**src/rtl/fsk_frm_pkg.sv**
```systemverilog
package fsk_frm_pkg;

    localparam int SYNC_W = 16;
    localparam logic [1:0] RATE_LO  = 2'd1;
    localparam logic [1:0] RATE_HI  = 2'd2;
    localparam logic [1:0] CODE_FEC = 2'd2;

    typedef enum logic [2:0] {
        PH_IDLE,
        PH_UP,
        PH_PRE,
        PH_SYNC,
        PH_DATA,
        PH_DN
    } phase_e;

    function automatic logic [SYNC_W-1:0] pick_sync(input logic cls, input logic fec);
        case ({cls, fec})
            2'b00:   return 16'hE6D0;
            2'b01:   return 16'hF498;
            2'b10:   return 16'h0B67;
            default: return 16'h192F;
        endcase
    endfunction

endpackage

```
**src/rtl/fsk_frm_clamp.sv**
```systemverilog
module fsk_frm_clamp #(
    parameter int W = 8
) (
    input  logic [W-1:0] val,
    input  logic [W-1:0] lo,
    input  logic [W-1:0] hi,
    output logic [W-1:0] res
);
    always_comb begin
        if (val < lo)      res = lo;
        else if (val > hi) res = hi;
        else               res = val;
    end
endmodule

```
**src/rtl/fsk_frm_cfg.sv**
```systemverilog
module fsk_frm_cfg
    import fsk_frm_pkg::*;
#(
    parameter int CNT_W    = 8,
    parameter int RAMP_W   = 6,
    parameter int RAMP_MAX = 32,
    parameter int LO_MIN   = 32,
    parameter int LO_MAX   = 64,
    parameter int HI_MIN   = 48,
    parameter int HI_MAX   = 128
) (
    input  logic [7:0]        chan_id,
    input  logic              sync_class,
    input  logic [CNT_W-1:0]  pre_len,
    input  logic [RAMP_W-1:0] up_len,
    input  logic [RAMP_W-1:0] dn_len,
    output logic              mod_bad,
    output logic [SYNC_W-1:0] sync_word,
    output logic [CNT_W-1:0]  pre_n,
    output logic [CNT_W-1:0]  up_n,
    output logic [CNT_W-1:0]  dn_n
);
    localparam int NRAMP = 2;

    logic [1:0]       rate_f;
    logic [1:0]       code_f;
    logic             hi_rate;
    logic [CNT_W-1:0] pre_lo;
    logic [CNT_W-1:0] pre_hi;

    assign rate_f    = chan_id[5:4];
    assign code_f    = chan_id[7:6];
    assign hi_rate   = (rate_f == RATE_HI);
    assign mod_bad   = !((rate_f == RATE_LO) || hi_rate);
    assign sync_word = pick_sync(sync_class, code_f == CODE_FEC);
    assign pre_lo    = hi_rate ? CNT_W'(HI_MIN) : CNT_W'(LO_MIN);
    assign pre_hi    = hi_rate ? CNT_W'(HI_MAX) : CNT_W'(LO_MAX);

    fsk_frm_clamp #(.W(CNT_W)) u_pre (
        .val(pre_len), .lo(pre_lo), .hi(pre_hi), .res(pre_n)
    );

    logic [RAMP_W-1:0] ramp_in  [NRAMP];
    logic [RAMP_W-1:0] ramp_out [NRAMP];

    assign ramp_in[0] = up_len;
    assign ramp_in[1] = dn_len;

    for (genvar g = 0; g < NRAMP; g++) begin : g_ramp
        fsk_frm_clamp #(.W(RAMP_W)) u_ramp (
            .val(ramp_in[g]),
            .lo('0),
            .hi(RAMP_W'(RAMP_MAX)),
            .res(ramp_out[g])
        );
    end

    assign up_n = {{(CNT_W-RAMP_W){1'b0}}, ramp_out[0]};
    assign dn_n = {{(CNT_W-RAMP_W){1'b0}}, ramp_out[1]};
endmodule

```
**src/rtl/fsk_tx_framer.sv**
```systemverilog
module fsk_tx_framer
    import fsk_frm_pkg::*;
#(
    parameter int CNT_W    = 8,
    parameter int RAMP_W   = 6,
    parameter int BYTE_W   = 8,
    parameter int RAMP_MAX = 32,
    parameter int LO_MIN   = 32,
    parameter int LO_MAX   = 64,
    parameter int HI_MIN   = 48,
    parameter int HI_MAX   = 128
) (
    input  logic              clk,
    input  logic              rst_n,
    input  logic              sym_en,
    input  logic              start,
    input  logic [7:0]        chan_id,
    input  logic              sync_class,
    input  logic [CNT_W-1:0]  pre_len,
    input  logic [RAMP_W-1:0] ramp_up_len,
    input  logic [RAMP_W-1:0] ramp_dn_len,
    input  logic [BYTE_W-1:0] in_byte,
    input  logic              in_valid,
    input  logic              in_last,
    output logic              in_ready,
    output logic              sym_out,
    output logic              pa_en,
    output logic              busy,
    output logic              err
);
    localparam int SYNC_IW = $clog2(SYNC_W);
    localparam int BIT_W   = $clog2(BYTE_W);
    localparam logic [CNT_W-1:0]   ONE       = CNT_W'(1);
    localparam logic [CNT_W-1:0]   SYNC_LAST = CNT_W'(SYNC_W - 1);
    localparam logic [SYNC_IW-1:0] SYNC_TOP  = SYNC_IW'(SYNC_W - 1);
    localparam logic [BIT_W-1:0]   BYTE_TOP  = BIT_W'(BYTE_W - 1);

    typedef struct packed {
        phase_e            ph;
        logic [CNT_W-1:0]  cnt;
        logic [CNT_W-1:0]  pre_n;
        logic [CNT_W-1:0]  up_n;
        logic [CNT_W-1:0]  dn_n;
        logic [SYNC_W-1:0] sync;
        logic [BYTE_W-1:0] shreg;
        logic              last;
        logic              sym;
        logic              pa;
        logic              err;
    } st_t;

    st_t s_d, s_q;

    logic              mod_bad;
    logic [SYNC_W-1:0] cfg_sync;
    logic [CNT_W-1:0]  cfg_pre;
    logic [CNT_W-1:0]  cfg_up;
    logic [CNT_W-1:0]  cfg_dn;
    logic              rdy;
    logic              go_tail;

    fsk_frm_cfg #(
        .CNT_W(CNT_W), .RAMP_W(RAMP_W), .RAMP_MAX(RAMP_MAX),
        .LO_MIN(LO_MIN), .LO_MAX(LO_MAX), .HI_MIN(HI_MIN), .HI_MAX(HI_MAX)
    ) u_cfg (
        .chan_id   (chan_id),
        .sync_class(sync_class),
        .pre_len   (pre_len),
        .up_len    (ramp_up_len),
        .dn_len    (ramp_dn_len),
        .mod_bad   (mod_bad),
        .sync_word (cfg_sync),
        .pre_n     (cfg_pre),
        .up_n      (cfg_up),
        .dn_n      (cfg_dn)
    );

    always_comb begin
        s_d     = s_q;
        s_d.err = 1'b0;
        rdy     = 1'b0;
        go_tail = 1'b0;
        if (s_q.ph == PH_IDLE) begin
            if (sym_en) begin
                s_d.sym = 1'b0;
                s_d.pa  = 1'b0;
            end
            if (start) begin
                if (mod_bad) begin
                    s_d.err = 1'b1;
                end else begin
                    s_d.sync  = cfg_sync;
                    s_d.pre_n = cfg_pre;
                    s_d.up_n  = cfg_up;
                    s_d.dn_n  = cfg_dn;
                    s_d.cnt   = '0;
                    s_d.last  = 1'b0;
                    s_d.ph    = (cfg_up != '0) ? PH_UP : PH_PRE;
                end
            end
        end else if (sym_en) begin
            s_d.pa  = 1'b1;
            s_d.cnt = s_q.cnt + ONE;
            case (s_q.ph)
                PH_UP: begin
                    s_d.sym = 1'b0;
                    if (s_q.cnt == s_q.up_n - ONE) begin
                        s_d.ph  = PH_PRE;
                        s_d.cnt = '0;
                    end
                end
                PH_PRE: begin
                    s_d.sym = ~s_q.cnt[0];
                    if (s_q.cnt == s_q.pre_n - ONE) begin
                        s_d.ph  = PH_SYNC;
                        s_d.cnt = '0;
                    end
                end
                PH_SYNC: begin
                    s_d.sym = s_q.sync[SYNC_TOP - s_q.cnt[SYNC_IW-1:0]];
                    if (s_q.cnt == SYNC_LAST) begin
                        rdy = 1'b1;
                        if (in_valid) begin
                            s_d.shreg = in_byte;
                            s_d.last  = in_last;
                            s_d.ph    = PH_DATA;
                            s_d.cnt   = '0;
                        end else begin
                            go_tail = 1'b1;
                        end
                    end
                end
                PH_DATA: begin
                    s_d.sym = s_q.shreg[BYTE_TOP - s_q.cnt[BIT_W-1:0]];
                    if (s_q.cnt[BIT_W-1:0] == BYTE_TOP) begin
                        if (!s_q.last) begin
                            rdy = 1'b1;
                            if (in_valid) begin
                                s_d.shreg = in_byte;
                                s_d.last  = in_last;
                                s_d.cnt   = '0;
                            end else begin
                                go_tail = 1'b1;
                            end
                        end else begin
                            go_tail = 1'b1;
                        end
                    end
                end
                PH_DN: begin
                    s_d.sym = 1'b0;
                    if (s_q.cnt == s_q.dn_n - ONE) begin
                        s_d.ph  = PH_IDLE;
                        s_d.cnt = '0;
                    end
                end
                default: s_d.ph = PH_IDLE;
            endcase
            if (go_tail) begin
                s_d.cnt = '0;
                s_d.ph  = (s_q.dn_n != '0) ? PH_DN : PH_IDLE;
            end
        end
    end

    always_ff @(posedge clk) begin
        if (!rst_n) s_q <= '0;
        else        s_q <= s_d;
    end

    assign in_ready = rdy;
    assign sym_out  = s_q.sym;
    assign pa_en    = s_q.pa;
    assign busy     = (s_q.ph != PH_IDLE);
    assign err      = s_q.err;
endmodule

```
**config.mk**
```make
export PLATFORM = sky130hd
export DESIGN_NAME = fsk_tx_framer
export DESIGN_NICKNAME = d
export VERILOG_FILES = /design/src/rtl/fsk_frm_pkg.sv /design/src/rtl/fsk_frm_clamp.sv /design/src/rtl/fsk_frm_cfg.sv /design/src/rtl/fsk_tx_framer.sv
export SDC_FILE = /design/constraint.sdc
export NUM_CORES = 1
export LEC_CHECK = 0
export ABC_AREA = 1
export BUFFER_PORTS_ARGS = -buffer_cell sky130_fd_sc_hd__clkbuf_2
export CORE_MARGIN = 2
export CORE_UTILIZATION = 55
export DETAILED_ROUTE_END_ITERATION = 12
export PLACE_DENSITY = 0.78
export SLEW_MARGIN = 20
export SYNTH_ARGS = -nofsm -noshare
export SYNTH_HDL_FRONTEND = slang
export SYNTH_SLANG_ARGS = --single-unit
```
**constraint.sdc**
```tcl
create_clock -name clk -period 5 [get_ports clk]
set_input_delay 1 -clock clk [delete_from_list [all_inputs] [get_ports clk]]
set_output_delay 1 -clock clk [all_outputs]
set_load 0.01 [all_outputs]
```
### Yosys cells after proc, flatten, opt, wreduce, memory -nomap -nowiden

Index checks and enable logic that the tools add are counted.

| storage, ports and cells | value |
|---|---|
| input port bits | 43 |
| bits in registers | 59 |

| cells by class | value |
|---|---|
| multiplexer cells | 56 |
| eq/ne operators | 31 |
| add/sub/neg operators | 6 |
| order comparisons | 8 |
| reductions and logical operators | 18 |
| bitwise logic cells | 2 |

Operators by type and width:

| kind | count |
|---|---|
| $mux 51 | 2 |
| $mux 11 | 8 |
| $mux 8 | 6 |
| $pmux 16 s3 | 1 |
| $mux 9 | 5 |
| $pmux 8 s5 | 1 |
| $eq 8x8->1 | 3 |
| $mux 6 | 4 |
| $ne 4x4->1 const B | 5 |
| $pmux 9 s2 | 1 |
| $mux 1 | 16 |
| $reduce_bool 8->1 | 2 |
| $pmux 3 s5 | 1 |
| $sub 6x1->7 const B | 2 |
| $gt 6x6->1 const B | 2 |
| $lt 6x1->1 const B | 2 |
| $ne 2x2->1 const B | 6 |
| $ne 3x3->1 const B | 4 |
| $eq 3x3->1 const B | 3 |
| $mux 3 | 3 |
| $reduce_and 3->1 | 3 |
| $reduce_and 9->1 | 1 |
| $add 8x1->8 const B | 1 |
| $eq 8x4->1 const B | 1 |
| other kinds (29) | 38 |

### Longest topological paths before layout

| logic depth | value |
|---|---|
| word-level depth | 9 |
| mapped depth | 17 |
| depth with buffers taken out | 17 |

### Cells and area by module

Synthesis repeated with hierarchy kept, for this count alone.

| second synthesis, totals | value |
|---|---|
| cells, all modules | 924 |
| area total of the unflattened synthesis | 5700.5 sq um |

Modules (own cells, without submodules):

| module | cells an instance | times used | area each (sq um) |
|---|---|---|---|
| fsk_tx_framer | 609 | 1 | 3853.7 |
| fsk_frm_clamp (u_cfg.g_ramp[0].u_ramp ...) | 87 | 2 | 504.2 |
| fsk_frm_clamp (u_cfg.u_pre) | 114 | 1 | 665.6 |
| fsk_frm_cfg | 27 | 1 | 172.7 |

### Worst setup path after synthesis

No wires, ideal clock.

| timing path | value |
|---|---|
| kind | input port to flip-flop |
| start point | input chan_id[4] |
| end point | register s_q[50] (netlist name) |
| cell stages on the path | 12 |
| data arrival time | 2227 ps |
| setup slack | 2641 ps |
| cell sequence | inv_1 -> ha_1 -> inv_1 -> ha_1 -> nand2_1 -> inv_1 -> a31oi_1 -> inv_1 -> nor2_1 -> inv_1 -> o211ai_1 -> a21oi_1 |

| on the way | value |
|---|---|
| longest elaborated chain between the ends | 5 |
| elaborated cells between the ends (all ways) | 10 |
| classes of those cells | order compare: 2; eq/ne: 2; mux: 4; reduce/logical: 2 |

Ends and longest elaborated chain:

| item | RTL line | source |
|---|---|---|
| start, declared | fsk_tx_framer.sv:17 | `input logic [7:0] chan_id,` |
| $eq 2x2->1 | fsk_frm_cfg.sv:33 | `assign hi_rate = (rate_f == RATE_HI);` |
| $mux 8 | fsk_frm_cfg.sv:37 | `assign pre_hi = hi_rate ? CNT_W'(HI_MAX) : CNT_W'(LO_MAX);` |
| $gt 8x8->1 | fsk_frm_clamp.sv:11 | `else if (val > hi) res = hi;` |
| $mux 8 | fsk_frm_clamp.sv:11 |  |
| $mux 8 | fsk_frm_clamp.sv:10 | `if (val < lo) res = lo;` |
| end signal, assigned | fsk_tx_framer.sv:167 | `if (!rst_n) s_q <= '0;` |
| end signal, assigned | fsk_tx_framer.sv:168 | `else s_q <= s_d;` |
| end, declared | fsk_tx_framer.sv:52 | `st_t s_d, s_q;` |

Parallel ways exist; a longest one is shown, timed or not.
A chain may end at the register's enable or synchronous reset.

### Worst setup path after layout

| timing path | value |
|---|---|
| start point | register s_q[52] (netlist name) |
| end point | output in_ready |

| on the way | value |
|---|---|
| longest elaborated chain between the ends | 5 |
| elaborated cells between the ends (all ways) | 7 |
| classes of those cells | eq/ne: 2; mux: 5 |

Ends and longest elaborated chain:

| item | RTL line | source |
|---|---|---|
| $eq 8x4->1 or $eq 3x3->1 (tied branches) | fsk_tx_framer.sv:121, fsk_tx_framer.sv:135 |  |
| $mux 1 (on tied branches) | fsk_tx_framer.sv:121, fsk_tx_framer.sv:135 |  |
| $pmux 1 s2 * | fsk_tx_framer.sv:104 | `case (s_q.ph)` |
| $mux 1 * | fsk_tx_framer.sv:101 | `end else if (sym_en) begin` |
| $mux 1 * | fsk_tx_framer.sv:83 | `if (s_q.ph == PH_IDLE) begin` |
| end, declared | fsk_tx_framer.sv:25 | `output logic in_ready,` |

Every way passes the cells marked *; elsewhere a longest branch is shown, timed or not.

==> results.md <==
* Crit path DAT at 1960 ps
* CTS sink cnt at 47
* Slew HR at 0.324
* Final slew viol count at 0
* Syn_nets at 629
* Tmin final at 2960 ps
* Iter 0 DRT Violations at 149
* Clock buffer count from CTS at 5
* CP Launch Type: register
* # IOs at 48
* CTS root buffer: clkbuf_8
* Clk buf depth at 2
* Final Cycle Share at 0.591
* Cts hold-fix bufs at 0
* Net Sw Frac at 0.429
* DRC viols at 0
* CP Cell Sequence: ha_1, nand3_1, nor2_2, a32oi_1, nor2_1, clkbuf_2
* Number of flops mapped to enable cells by yosys at 0
* Nature of the critical path endpoint: output pin
* Internal Power at 797 uW
* Clock Power Share at 0.207
* Top FF cell, synth: dfxtp_1
* Core Region at 0.00599 mm^2
* Max FO, Critical Path at 14
* Ys async rst share at 0
* WHS at 479 ps
* Drt total wl at 8610 um
* Die area at 0.00691 mm^2
* Worst-margin pin slew at 1010 ps
* Vias per cell at 5.44
* Pwr dens at 369 mW/mm^2
* Unique cell type count in the Yosys netlist at 37
* First-pass GRT wire length at 15,000 um
* WP buf/inv at 1
* Fillers at 599
* Post-Synthesis Cells at 577
* Synth area leaders: dfxtp_1 (27%), nand2_1 (18%), nor2_1 (9.7%)
* Total number of vias at 3,731
* Clk slew on worst S/H paths at 100 ps
* Layout area overhead at 9.85%
* WL/cell at 12.6 um
* #FFs+latches synth at 47
* Worst skew pair latency at 310 ps
* Global-route usage over all layers at 0.257
* Logic pwr share at 0.431
* Post-synth top area cell: dfxtp_1
* Final hold violation count at 0
* Post-route ant nets at 0
* Placement row count at 28
* RSZ-0062 raised after global routing: no
* Number of global-route vias before repair at 3,536
* GP Congestion at 0.905
* Sequential share of the synthesized area at 0.273
* Setup bufs post-CTS at 0
* Fin nets at 662
* Initial antenna violation count at 0
* Flop pwr share at 0.362
* Post-synth top area share at 0.273
* Grt ovf at 0
* Largest net degree at the start of global routing at 34
* Core Util, Final at 0.631
* Critical setup path kind: reg -> out
* Max cap viols at 0
* Share of cells above drive strength 1 at 0.115
* Final HPWL DP at 6590 um
* Top achievable clock speed at 0.338 GHz
* Peak VDD IR at 0.000219 V
* Status: finished clean
* Initial cell density of the core at 0.575
* P_leak at 0.00183 uW
* Post-CTS Resized at 0
* Post-Layout Cell Count at 686
* Max Clock Skew at 10.8 ps
* Worst endpoint required time at 4000 ps
* Min-Delay Path Class: reg -> reg
* Mean post-synth cell area at 5.97 um^2
* Die W at 83.1 um
* H-tree levels at 2
* Slowest CP cell: dfxtp_1
* Most repeated cell in the gate-level netlist after synthesis: nand2_1
* Yosys warns at 0
* Mapped Area at 0.00344 mm^2
* CTS tree: built
* Diodes inserted at 0
* Setup TNS at 0 ps
* Commonest cells in the netlist: nand2_1 (162), nor2_1 (89), inv_1 (70)
* Setup violators final at 0
* Die height at 83.1 um
* Critical path's top delay family: flip-flops
* 1st-pass router iterations at 5
* Dpl cells at 678
* Port-buffer cells at 43
* Switch Pwr at 598 uW
* CP max stage delay at 670 ps
==> worst register-to-register path, delay by kind of cell (launching register included) <==
family | cells | cell delay, ps
and+or+nand+nor | 10 | 1120
DFF | 1 | 570
AOI/OAI and AO/OA | 2 | 300
buffers and inverters | 1 | 290
==> placed cells by master (no fill, tap or decap), types with 7 or more instances in the layout <==
cell	synthesis	routed
a211oi_1	7	7
nand3_1	48	48
nand2_1	162	162
dfxtp_1	47	47
o21ai_0	26	26
clkbuf_2	0	43
nor2_1	89	89
inv_1	70	69
ha_1	9	9
xor2_1	10	10
a21oi_1	35	35
==> path summary, 6_finish.rpt <==
kind                         from                    to  slack, ps  depth (start not counted)
min reg2reg  s_q[11]$_SDFFE_PN0P_  s_q[11]$_SDFFE_PN0P_        480                          2
max          s_q[52]$_SDFFE_PN0P_              in_ready       2040                          6
max reg2reg  s_q[54]$_SDFFE_PN0P_  s_q[53]$_SDFFE_PN0P_       2580                         13
min          s_q[11]$_SDFFE_PN0P_  s_q[11]$_SDFFE_PN0P_        480                          2
==> per-layer routing <==
layer  vias up  part of all wire  global-route usage
met5         -                 0                   0
met4         0             0.015              0.0686
met3        12             0.051              0.0378
met2        99              0.50               0.471
met1      1700              0.44               0.311
li1       1920                 -                   -
==> registers in the layout (all words and copies together) (netlist names) <==
| signal | count |
|---|---|
| s_q | 44 |
| err | 1 |
| pa_en | 1 |
| sym_out | 1 |
==> metrics by stage <==
| stage | total power, uW | cell area [um^2] | setup WS (ps) |
|---|---|---|---|
| after global placement | 1090 | 3670 | 2030 |
| after CTS | 1400 | 3780 | 2040 |
| final | 1390 | 3780 | 2040 |
| after floorplan | 971 | 3440 | 2640 |
| after detailed placement | 1110 | 3670 | 1960 |
| after global routing | 1520 | 3780 | 1920 |
==> kinds of logic after synthesis <==
family          share of synthesized area
simple gates                        0.404
buf+inv                             0.107
compound gates                      0.147
flops                               0.273
xor+xnor                           0.0356
fa+ha+maj                          0.0327
==> final cells by class <==
| cell class | instances | area [um^2] | share of cell area |
|---|---|---|---|
| Inverter | 76 | 285 | 0.0754 |
| Tap cell | 75 | 93.8 | 0.0248 |
| Timing Repair Buffer | 43 | 215 | 0.0569 |
| Multi-Input combinational cell | 437 | 2130 | 0.564 |
| Clock inverter | 3 | 43.8 | 0.0116 |
| Sequential cell | 47 | 941 | 0.249 |
| Clock buffer | 5 | 68.8 | 0.0182 |
==> power groups by stage <==
stage          clock network [uW]  logic [uW]  registers (uW)
2_1_floorplan                   0         490             481
3_3_place_gp                    0         582             510
3_5_place_dp                    0         597             512
4_1_cts                       292         599             504
5_1_grt                       307         697             514
6_report                      289         601             505
(Power assumes the default switching activity.)
